File: config.mk
export PLATFORM = sky130hd
export DESIGN_NAME = epdma_seq
export DESIGN_NICKNAME = d
export VERILOG_FILES = /design/src/rtl/epdma_pkg.sv /design/src/rtl/epdma_gap.sv /design/src/rtl/epdma_fmt.sv /design/src/rtl/epdma_ctrl.sv /design/src/rtl/epdma_seq.sv
export SDC_FILE = /design/constraint.sdc
export NUM_CORES = 1
export LEC_CHECK = 0
export BUFFER_PORTS_ARGS = -buffer_cell sky130_fd_sc_hd__buf_2
export CORE_MARGIN = 8
export CORE_UTILIZATION = 39
export CTS_BUF_LIST = sky130_fd_sc_hd__clkbuf_8
export DETAILED_ROUTE_END_ITERATION = 8
export PLACE_DENSITY = 0.82
export SETUP_SLACK_MARGIN = 0.1
export SYNTH_ARGS = -nofsm -noshare
export SYNTH_HDL_FRONTEND = slang
export SYNTH_SLANG_ARGS = --single-unit
File: constraint.sdc
create_clock -name clk -period 9.1 [get_ports clk]
set_input_delay 0.455 -clock clk [delete_from_list [all_inputs] [get_ports clk]]
set_output_delay 0.455 -clock clk [all_outputs]
set_load 0.01 [all_outputs]
File: src/rtl/epdma_pkg.sv
package epdma_pkg;
  typedef enum logic [2:0] {
    ST_IDLE,
    ST_MOVE,
    ST_HOLD,
    ST_DONE,
    ST_PARK
  } seq_st_e;
endpackage

File: src/rtl/epdma_gap.sv
// Interval timer: counts GAP_W-bit bit times, each TICK_DIV clock cycles.
module epdma_gap #(
  parameter int TICK_DIV = 8,
  parameter int GAP_W    = 8
) (
  input  logic             clk,
  input  logic             rst_n,
  input  logic             kill,
  input  logic             start,
  input  logic [GAP_W-1:0] gap,
  output logic             expired
);
  localparam int PRE_W = (TICK_DIV > 1) ? $clog2(TICK_DIV) : 1;
  localparam logic [PRE_W-1:0] PRE_LAST = PRE_W'(TICK_DIV - 1);

  logic             run_q;
  logic [GAP_W-1:0] left_q;
  logic [PRE_W-1:0] pre_q;

  assign expired = run_q && (left_q == '0);

  always_ff @(posedge clk or negedge rst_n) begin
    if (!rst_n) begin
      run_q  <= 1'b0;
      left_q <= '0;
      pre_q  <= '0;
    end else if (kill) begin
      run_q  <= 1'b0;
      left_q <= '0;
      pre_q  <= '0;
    end else if (start) begin
      run_q  <= 1'b1;
      left_q <= gap;
      pre_q  <= '0;
    end else if (run_q) begin
      if (left_q == '0) begin
        run_q <= 1'b0;
      end else if (pre_q == PRE_LAST) begin
        pre_q  <= '0;
        left_q <= left_q - 1'b1;
      end else begin
        pre_q <= pre_q + 1'b1;
      end
    end
  end
endmodule

File: src/rtl/epdma_fmt.sv
// Lane formatting: beat width, header word, odd-byte padding, pop/push counts.
module epdma_fmt #(
  parameter int LANE_W = 8,
  parameter int CNT_W  = 7
) (
  input  logic                dir_tx,
  input  logic                wide,
  input  logic                hdr_pend,
  input  logic                beat,
  input  logic [CNT_W-1:0]    rem,
  input  logic [2*LANE_W-1:0] fifo_head,
  input  logic [2*LANE_W-1:0] wr_data,
  output logic [1:0]          take,
  output logic [2*LANE_W-1:0] rd_data,
  output logic [2*LANE_W-1:0] fifo_wdata,
  output logic [1:0]          fifo_pop,
  output logic [1:0]          fifo_push
);
  localparam logic [LANE_W-1:0] PAD = '0;

  logic two;

  assign two  = wide && (rem > CNT_W'(1));
  assign take = (rem == '0) ? 2'd0 : (two ? 2'd2 : 2'd1);

  always_comb begin
    if (hdr_pend) begin
      rd_data = {PAD, LANE_W'(rem)};
    end else begin
      rd_data = {two ? fifo_head[2*LANE_W-1:LANE_W] : PAD, fifo_head[LANE_W-1:0]};
    end
  end

  assign fifo_wdata = {two ? wr_data[2*LANE_W-1:LANE_W] : PAD, wr_data[LANE_W-1:0]};
  assign fifo_pop   = (beat && !dir_tx && !hdr_pend) ? take : 2'd0;
  assign fifo_push  = (beat && dir_tx) ? take : 2'd0;
endmodule

File: src/rtl/epdma_ctrl.sv
// Packet sequencer: start conditions, remaining count, mode stepping, flag hand-off.
module epdma_ctrl
  import epdma_pkg::*;
#(
  parameter int CNT_W = 7
) (
  input  logic             clk,
  input  logic             rst_n,
  input  logic             en,
  input  logic             dir_tx,
  input  logic             hdr,
  input  logic             demand,
  input  logic             rx_full,
  input  logic [CNT_W-1:0] rx_cnt,
  input  logic             tx_armed,
  input  logic [CNT_W-1:0] mps,
  input  logic             qual,
  input  logic             gap_expired,
  input  logic [1:0]       take,
  output logic             act,
  output logic             beat,
  output logic             gap_start,
  output logic             rx_clr,
  output logic             tx_set,
  output logic             hdr_pend,
  output logic [CNT_W-1:0] rem
);
  seq_st_e          st_q;
  logic             hdr_q;
  logic [CNT_W-1:0] rem_q;
  logic [CNT_W-1:0] rem_nx;
  logic             flag_ok;
  logic             pending;
  logic             last;

  assign flag_ok = dir_tx ? !tx_armed : rx_full;
  assign pending = hdr_q || (rem_q != '0);
  assign rem_nx  = hdr_q ? rem_q : (rem_q - CNT_W'(take));
  assign last    = (rem_nx == '0);

  assign act       = en && (st_q == ST_MOVE) && pending && flag_ok;
  assign beat      = act && qual;
  assign gap_start = beat && !last && !demand;
  assign rx_clr    = en && (st_q == ST_DONE) && !dir_tx;
  assign tx_set    = en && (st_q == ST_DONE) && dir_tx;
  assign hdr_pend  = hdr_q;
  assign rem       = rem_q;

  always_ff @(posedge clk or negedge rst_n) begin
    if (!rst_n) begin
      st_q  <= ST_IDLE;
      hdr_q <= 1'b0;
      rem_q <= '0;
    end else if (!en) begin
      st_q  <= ST_IDLE;
      hdr_q <= 1'b0;
      rem_q <= '0;
    end else begin
      case (st_q)
        ST_IDLE: begin
          if (dir_tx && !tx_armed) begin
            rem_q <= mps;
            hdr_q <= 1'b0;
            st_q  <= ST_MOVE;
          end else if (!dir_tx && rx_full) begin
            rem_q <= rx_cnt;
            hdr_q <= hdr;
            st_q  <= ST_MOVE;
          end
        end
        ST_MOVE: begin
          if (!pending) begin
            st_q <= ST_DONE;
          end else if (beat) begin
            rem_q <= rem_nx;
            hdr_q <= 1'b0;
            if (last)         st_q <= ST_DONE;
            else if (!demand) st_q <= ST_HOLD;
          end
        end
        ST_HOLD: begin
          if (gap_expired) st_q <= ST_MOVE;
        end
        ST_DONE: st_q <= ST_PARK;
        ST_PARK: begin
          if (dir_tx ? tx_armed : !rx_full) st_q <= ST_IDLE;
        end
        default: st_q <= ST_IDLE;
      endcase
    end
  end
endmodule

File: src/rtl/epdma_seq.sv
module epdma_seq #(
  parameter int LANE_W   = 8,
  parameter int MAX_PKT  = 64,
  parameter int TICK_DIV = 8,
  parameter int GAP_W    = 8,
  parameter int CNT_W    = $clog2(MAX_PKT + 1)
) (
  input  logic                clk,
  input  logic                rst_n,
  input  logic                cfg_en,
  input  logic                cfg_dual,
  input  logic                cfg_hdr,
  input  logic                cfg_wide,
  input  logic                cfg_demand,
  input  logic                cfg_tx,
  input  logic [GAP_W-1:0]    cfg_gap,
  input  logic                cfg_dreq_hi,
  input  logic                cfg_dack_hi,
  input  logic [CNT_W-1:0]    cfg_mps,
  output logic                dreq_pin,
  input  logic                dack_pin,
  input  logic                bus_stb,
  input  logic                ep_rx_full,
  input  logic [CNT_W-1:0]    ep_rx_cnt,
  input  logic                ep_tx_armed,
  input  logic [2*LANE_W-1:0] fifo_head,
  output logic [1:0]          fifo_pop,
  output logic [2*LANE_W-1:0] fifo_wdata,
  output logic [1:0]          fifo_push,
  output logic                rx_clr,
  output logic                tx_set,
  output logic [2*LANE_W-1:0] rd_data,
  output logic                rd_valid,
  input  logic [2*LANE_W-1:0] wr_data,
  output logic                wr_ready
);
  logic             act;
  logic             beat;
  logic             qual;
  logic             dack_on;
  logic             gap_start;
  logic             gap_expired;
  logic             hdr_pend;
  logic [CNT_W-1:0] rem;
  logic [1:0]       take;

  assign dack_on  = cfg_dack_hi ? dack_pin : !dack_pin;
  assign qual     = cfg_dual ? bus_stb : dack_on;
  assign dreq_pin = cfg_dreq_hi ? act : !act;
  assign rd_valid = act && !cfg_tx;
  assign wr_ready = act && cfg_tx;

  epdma_ctrl #(.CNT_W(CNT_W)) u_ctrl (
    .clk         (clk),
    .rst_n       (rst_n),
    .en          (cfg_en),
    .dir_tx      (cfg_tx),
    .hdr         (cfg_hdr),
    .demand      (cfg_demand),
    .rx_full     (ep_rx_full),
    .rx_cnt      (ep_rx_cnt),
    .tx_armed    (ep_tx_armed),
    .mps         (cfg_mps),
    .qual        (qual),
    .gap_expired (gap_expired),
    .take        (take),
    .act         (act),
    .beat        (beat),
    .gap_start   (gap_start),
    .rx_clr      (rx_clr),
    .tx_set      (tx_set),
    .hdr_pend    (hdr_pend),
    .rem         (rem)
  );

  epdma_gap #(.TICK_DIV(TICK_DIV), .GAP_W(GAP_W)) u_gap (
    .clk     (clk),
    .rst_n   (rst_n),
    .kill    (!cfg_en),
    .start   (gap_start),
    .gap     (cfg_gap),
    .expired (gap_expired)
  );

  epdma_fmt #(.LANE_W(LANE_W), .CNT_W(CNT_W)) u_fmt (
    .dir_tx     (cfg_tx),
    .wide       (cfg_wide),
    .hdr_pend   (hdr_pend),
    .beat       (beat),
    .rem        (rem),
    .fifo_head  (fifo_head),
    .wr_data    (wr_data),
    .take       (take),
    .rd_data    (rd_data),
    .fifo_wdata (fifo_wdata),
    .fifo_pop   (fifo_pop),
    .fifo_push  (fifo_push)
  );
endmodule

==> After elaboration in Yosys (flattened, before gate mapping) <==
Cells that the tools add are included.
{ "word_totals": {"ff_bits": 23, "out_inout_bits": 41, "in_bits": 68, "elab_cells": 111} }
{ "op_classes": {"n_addsub": 3, "n_reduce_logical": 36, "n_lt_le_gt_ge": 1, "n_mux": 49, "eq_ne": 16} }
{ "op_table": {"columns": ["op", "n"], "rows": [
  ["$mux 8", 7],
  ["$mux 3", 14],
  ["$mux 7", 6],
  ["$logic_and 1x1->1", 18],
  ["$mux 16", 1],
  ["$pmux 3 s5", 1],
  ["$logic_not 7->1", 2],
  ["$mux 1", 14],
  ["$pmux 7 s2", 1],
  ["$ne 3x1->1 const B", 3],
  ["$ne 3x2->1 const B", 3],
  ["$logic_not 1->1", 8],
  ["$logic_not 8->1", 1],
  ["$mux 2", 4],
  ["$sub 8x1->8 const B", 1],
  ["$gt 7x1->1 const B", 1],
  ["$reduce_bool 7->1", 1],
  ["$sub 7x2->7", 1],
  ["$eq 3x2->1 const B", 2],
  ["$eq 3x3->1 const B", 2],
  ["$ne 3x3->1 const B", 2],
  ["$ne 5x5->1 const B", 1],
  ["$reduce_and 5->1", 1],
  ["$ne 4x2->1 const B", 1],
  ["9 further kinds", 9]
]} }

==> Logic depth before layout (Yosys ltp) <==
{ "depth": {"depth_word": 12, "mapped_depth": 13} }

==> Hierarchy <==
From an unflattened synthesis, not the netlist that was laid out.
{ "hier_totals": {"cells_unflattened": 254, "area_unflattened_um2": 2137.0} }
{ "modules_own_cells": {"columns": ["module", "cells_per_inst", "n_inst", "seq_area_each_um2", "area_per_inst_um2"], "rows": [
  ["epdma_ctrl", 126, 1, 275.3, 1012.2],
  ["epdma_gap", 73, 1, 300.3, 728.2],
  ["epdma_fmt", 48, 1, 0.0, 354.1],
  ["epdma_seq", 7, 1, 0.0, 42.5]
]} }

==> Worst setup path before layout <==
OpenSTA, ideal clock, no wires.
{ "synth_timing": {"kind": "register to register", "start": "register u_ctrl.rem_q[5] (netlist: u_ctrl.rem[5])", "end": "register u_gap.left_q[5]", "path_stages_with_launch": 13, "arrival_time_ps": 3500, "required_ps": 8975, "synth_period_minus_slack_ps": 3625, "setup_slack_ps": 5475, "path_buffers": 1, "cell_sequence": "dfrtp_1 > or3_4 > o31a_2 > clkbuf_1 > nor2_1 > ha_1 > inv_1 > fa_1 > o21ai_0 > or3b_1 > or4b_4 > nand2_2 > mux2_2"} }
{ "synth_via": {"elab_chain_len": 12, "elab_cells_between_ends": 22, "cone_classes": "add/sub: 1; order compare: 1; eq/ne: 3; mux: 5; reduce/logical: 12"} }
{ "synth_rtl": {"columns": ["item", "line", "source"], "rows": [
  ["start: declaration", "epdma_ctrl.sv:30", "logic [CNT_W-1:0] rem_q;"],
  ["start signal: assignment", "epdma_ctrl.sv:62", "rem_q <= mps;"],
  ["start signal: assignment", "epdma_ctrl.sv:66", "rem_q <= rx_cnt;"],
  ["start signal: assignment", "epdma_ctrl.sv:75", "rem_q <= rem_nx;"],
  ["$gt 7x1->1", "epdma_fmt.sv:23", "assign two = wide && (rem > CNT_W'(1));"],
  ["$logic_and 1x1->1", "epdma_fmt.sv:23", null],
  ["$mux 2 (2 in series)", "epdma_fmt.sv:24", "assign take = (rem == '0) ? 2'd0 : (two ? 2'd2 : 2'd1);"],
  ["$sub 7x2->7", "epdma_ctrl.sv:38", "assign rem_nx = hdr_q ? rem_q : (rem_q - CNT_W'(take));"],
  ["$mux 7", "epdma_ctrl.sv:38", null],
  ["$logic_not 7->1", "epdma_ctrl.sv:39", "assign last = (rem_nx == '0);"],
  ["$logic_not 1->1", "epdma_ctrl.sv:43", "assign gap_start = beat && !last && !demand;"],
  ["$logic_and 1x1->1 * (2 in series)", "epdma_ctrl.sv:43", null],
  ["$ne 3x1->1 (no source line) (tied with other cells)", null, null],
  ["$reduce_and 3->1 (no source line) or $mux 8 (tied branches)", null, null],
  ["end signal: assignment", "epdma_gap.sv:33", "left_q <= gap;"],
  ["end signal: assignment", "epdma_gap.sv:40", "left_q <= left_q - 1'b1;"],
  ["end: declaration", "epdma_gap.sv:17", "logic [GAP_W-1:0] left_q;"]
]} }
Mark *: on every way between the ends. The rest lies on a longest branch, timed or not.
A chain may end at the register's enable or synchronous reset.

==> Worst setup path in the final report <==
Same ends and word-level chain as after synthesis.

==> impl_results.md <==
- Gate power share: between 60 and 70%
- Final nets: roughly 420
- Drt pass-1 iters: 4
- Clock Power Share: a little over a tenth
- First-pass GRT wire length: approximately 11,000 µm
- Clock root buffer: clkbuf_8
- CP required: roughly 9.3 ns
- Internal: 0.321 mW
- Antenna-violating nets left: 0
- CTS tree: done
- Chip height: 90.0 µm
- PD cells: about 240 nW/µm²
- Die area: roughly 8000 µm²
- Min Tclk post-route: slightly below 4 ns
- CTS hold repair buffers: 0
- WL final: 6540 µm
- Design Power: slightly above 0.6 mW
- Initial Utilization: between 30% and 40%
- Top-Level Pins: roughly 110
- Xor/xnor share of the synthesized area: 1.64%
- Post-synth EDFFs: 0
- GR Util All Layers: 15.4%
- DRC viols: 0
- Setup TNS: 0 ns
- Leak: about 1.3 nW
- WHS: around 0.16 ns
- Via count: approximately 2.3k
- Clock Sinks: 23
- Fraction of layout cells with a size suffix above 1: approximately a third
- HP Class: in -> async
- Net Sw Frac: about half
- Diodes inserted: 0
- Routed vias/inst: ~5.4
- Status: completed
- Multi-input logic area: approximately 1400 µm²
- Pre-CTS WS: roughly 5.3 ns
- Avg Cell Area, Syn: 7.82 µm²
- Final setup fails: 0
- Layout Skew: 0.00667 ns
- Clock buffer depth: 2
- Worst-path clk slew: 0.09 ns
- Sequential share of power: around 25%
- Final hold vios: 0
- Area Growth Syn to Fin: 22.7%
- CTS Buf Count: 3
- Seq/Total Area, Yosys: between 20% and 30%
- Average wire per standard cell: around 16 µm
- H-tree Lvls: 1
- GRT overflow: 0
- RSZ-0062 raised after global routing: no
- Share of flip-flops with an asynchronous set or reset: 100%
- Max-slew headroom: between 20 and 30%
- Crit path kind: reg -> reg
- Flop2flop setup slack: between 5 and 6 ns
- Net Sw Power: between 0.3 and 0.4 mW
- FF-to-FF Start: u_ctrl.rem[5]
- Crit end category: register
- Startpoint Class: register
- Peak Freq: 259 MHz
- Reg2reg end: u_gap.left_q[5]
- Max-cap violations: 0
- Synth Area in Simple Gates: ~34%
- Slew at the pin closest to its max-slew limit: about 1.1 ns
- Leading area contributor after synthesis: dfrtp_1
- Max-slew violations: 0
- Post-synth top area share: between 20% and 30%
- CP Max Fanout: 11
- Clock Latency Late Sink: around 0.26 ns
- Starting DRT DRC Count: 220
- Port Buf Inserts: 92
- Largest net degree at the start of global routing: 25
- Antenna violations before repair: 0
- Vias in the first global route: 2,281
- Synth Flop Type: dfrtp_1
- Netlist cell types: 54
- Core area: about 5400 µm²
- FF/Latch Area: around 580 µm²
- Die width: around 90 µm
- Mapped Nets: about 350
- HPWL reported at the end of detailed placement: 5170 µm
- Post-Synth Adder-Cell Area: about 3.9%
- Final Cycle Share: between 40% and 50%
- Worst VDD drop: between 0.0001 and 0.00015 V
- # resized after CTS: 0
- Post-synthesis mux area share: a little under a tenth
- RePlAce Congestion: 0.889
- Synthesis-stage register bit count: 23
- Main combinational cell family by area after synthesis: simple AND/OR/NAND/NOR gates
- Final WS setup: between 5 and 6 ns
- Row count: 27
- Post-CTS Setup Bufs: 0
- R2R depth: 11
- Syn. warnings: 0
- Synthesized instance count: around 270
- Mapped Area: 2130 µm²
- Synth Area in Compound Gates: 16.4%
- CP arrival: approximately 4.0 ns
- Filler cells: between 500 and 600
- Top cells by area, synth: dfrtp_1 (27%), mux2_2 (5.8%), nand2_1 (5.6%)
[power by group through the flow]
stage | Combinational [mW] | Sequential (mW) | Clock, mW
after floorplan | 0.312 | 0.134 | 0
after global placement | 0.384 | 0.153 | 0
after detailed placement | 0.396 | 0.156 | 0
after CTS | 0.398 | 0.154 | 0.0686
after global routing | 0.450 | 0.159 | 0.0712
final | 0.402 | 0.155 | 0.0660
[logic make-up after synthesis]
group,after synthesis
adder cells (fa/ha/maj),6
AO/OA/AOI/OAI,52
flip-flops,23
AND/OR/NAND/NOR,137
XOR/XNOR,4
buffers and inverters,32
multiplexers,19
[how the worst max path moves through the flow]
stage | from | to | slack (ns) | cells past startpoint
final | u_ctrl.rem[5] | u_gap.left_q[5] | 5.24 | 11
after global placement | u_ctrl.rem[5] | u_gap.left_q[6] | 5.42 | 11
after floorplan | u_ctrl.rem[5] | u_gap.left_q[5] | 5.47 | 12
after CTS | u_ctrl.rem[5] | u_gap.left_q[5] | 5.26 | 11
after detailed placement | u_ctrl.rem[5] | u_gap.left_q[5] | 5.28 | 11
after global routing | u_ctrl.rem[5] | u_gap.left_q[0] | 4.96 | 11
[sequential cells by signal, summed over array words and instances, names as in the netlist]
name and cells:
u_ctrl.hdr_pend 1, u_gap.left_q 8, u_ctrl.rem 7, u_ctrl.st_q 3, u_gap.run_q 1, u_gap.pre_q 3
[synth_stat cells (4+ instances only)]
| cell type | instances |
|---|---|
| inv_1 | 10 |
| a211oi_1 | 4 |
| nand2_1 | 32 |
| nor3_1 | 11 |
| buf_4 | 8 |
| nor2_1 | 24 |
| clkbuf_1 | 11 |
| dfrtp_1 | 23 |
| nand2b_1 | 5 |
| mux2i_1 | 8 |
| nor4_1 | 6 |
| o21ai_0 | 9 |
| a21oi_1 | 16 |
| mux2_2 | 11 |
| and2_1 | 18 |
| nand3_1 | 9 |
| nor2b_1 | 7 |
| ha_1 | 5 |
[cell type report]
class                           count  area share [%]
Clock inverter                      1           0.287
Tap cell                           72            3.44
Timing Repair Buffer               92            17.6
Inverter                           10            1.43
Multi-Input combinational cell    218            53.7
Sequential cell                    23            22.0
Clock buffer                        3            1.58
[worst max-delay path: stages (launching register included)]
cell and delay (ns):
dfrtp_1 0.44, or3_4 0.42, o31a_2 0.42, nor2_1 0.21
ha_1 0.22, inv_1 0.06, fa_1 0.39, o21ai_0 0.13
or3b_1 0.38, or4b_4 0.57, nand2_2 0.15, mux2_2 0.35
[cells in the final DEF (no fill, tap or decap), drive strengths merged, types with 2 or more instances in the layout]
cell,n
a211o,3
a211oi,4
a21oi,16
a311o,2
and2,18
and3,2
buf,92
clkbuf,3
dfrtp,23
ha,5
inv,10
mux2,11
mux2i,8
nand2,33
nand2b,5
nand3,9
nand3b,3
nand4,3
nor2,24
nor2b,7
nor3,11
nor4,7
nor4b,3
o211ai,3
o21ai,9
o22ai,2
o31a,2
o31ai,2
or2,2
or3,4
xnor2,2
xor2,2
[routing by layer]
metal  vias up  track usage, %  wire [µm]
met4         0            3.33         43
met3         4            3.49        566
met5         -               0          0
met2       114            26.1       3070
li1       1118               -          -
met1      1027            19.4       2860
[stage by stage]
step                      util, %  cell area [µm²]  cells
after floorplan                 -             2130    273
after global placement       47.5             2570    415
after detailed placement     47.5             2570    415
after CTS                    48.4             2620    419
after global routing         48.4             2620    419
final                        48.4             2620    419
(Power assumes the default switching activity.)
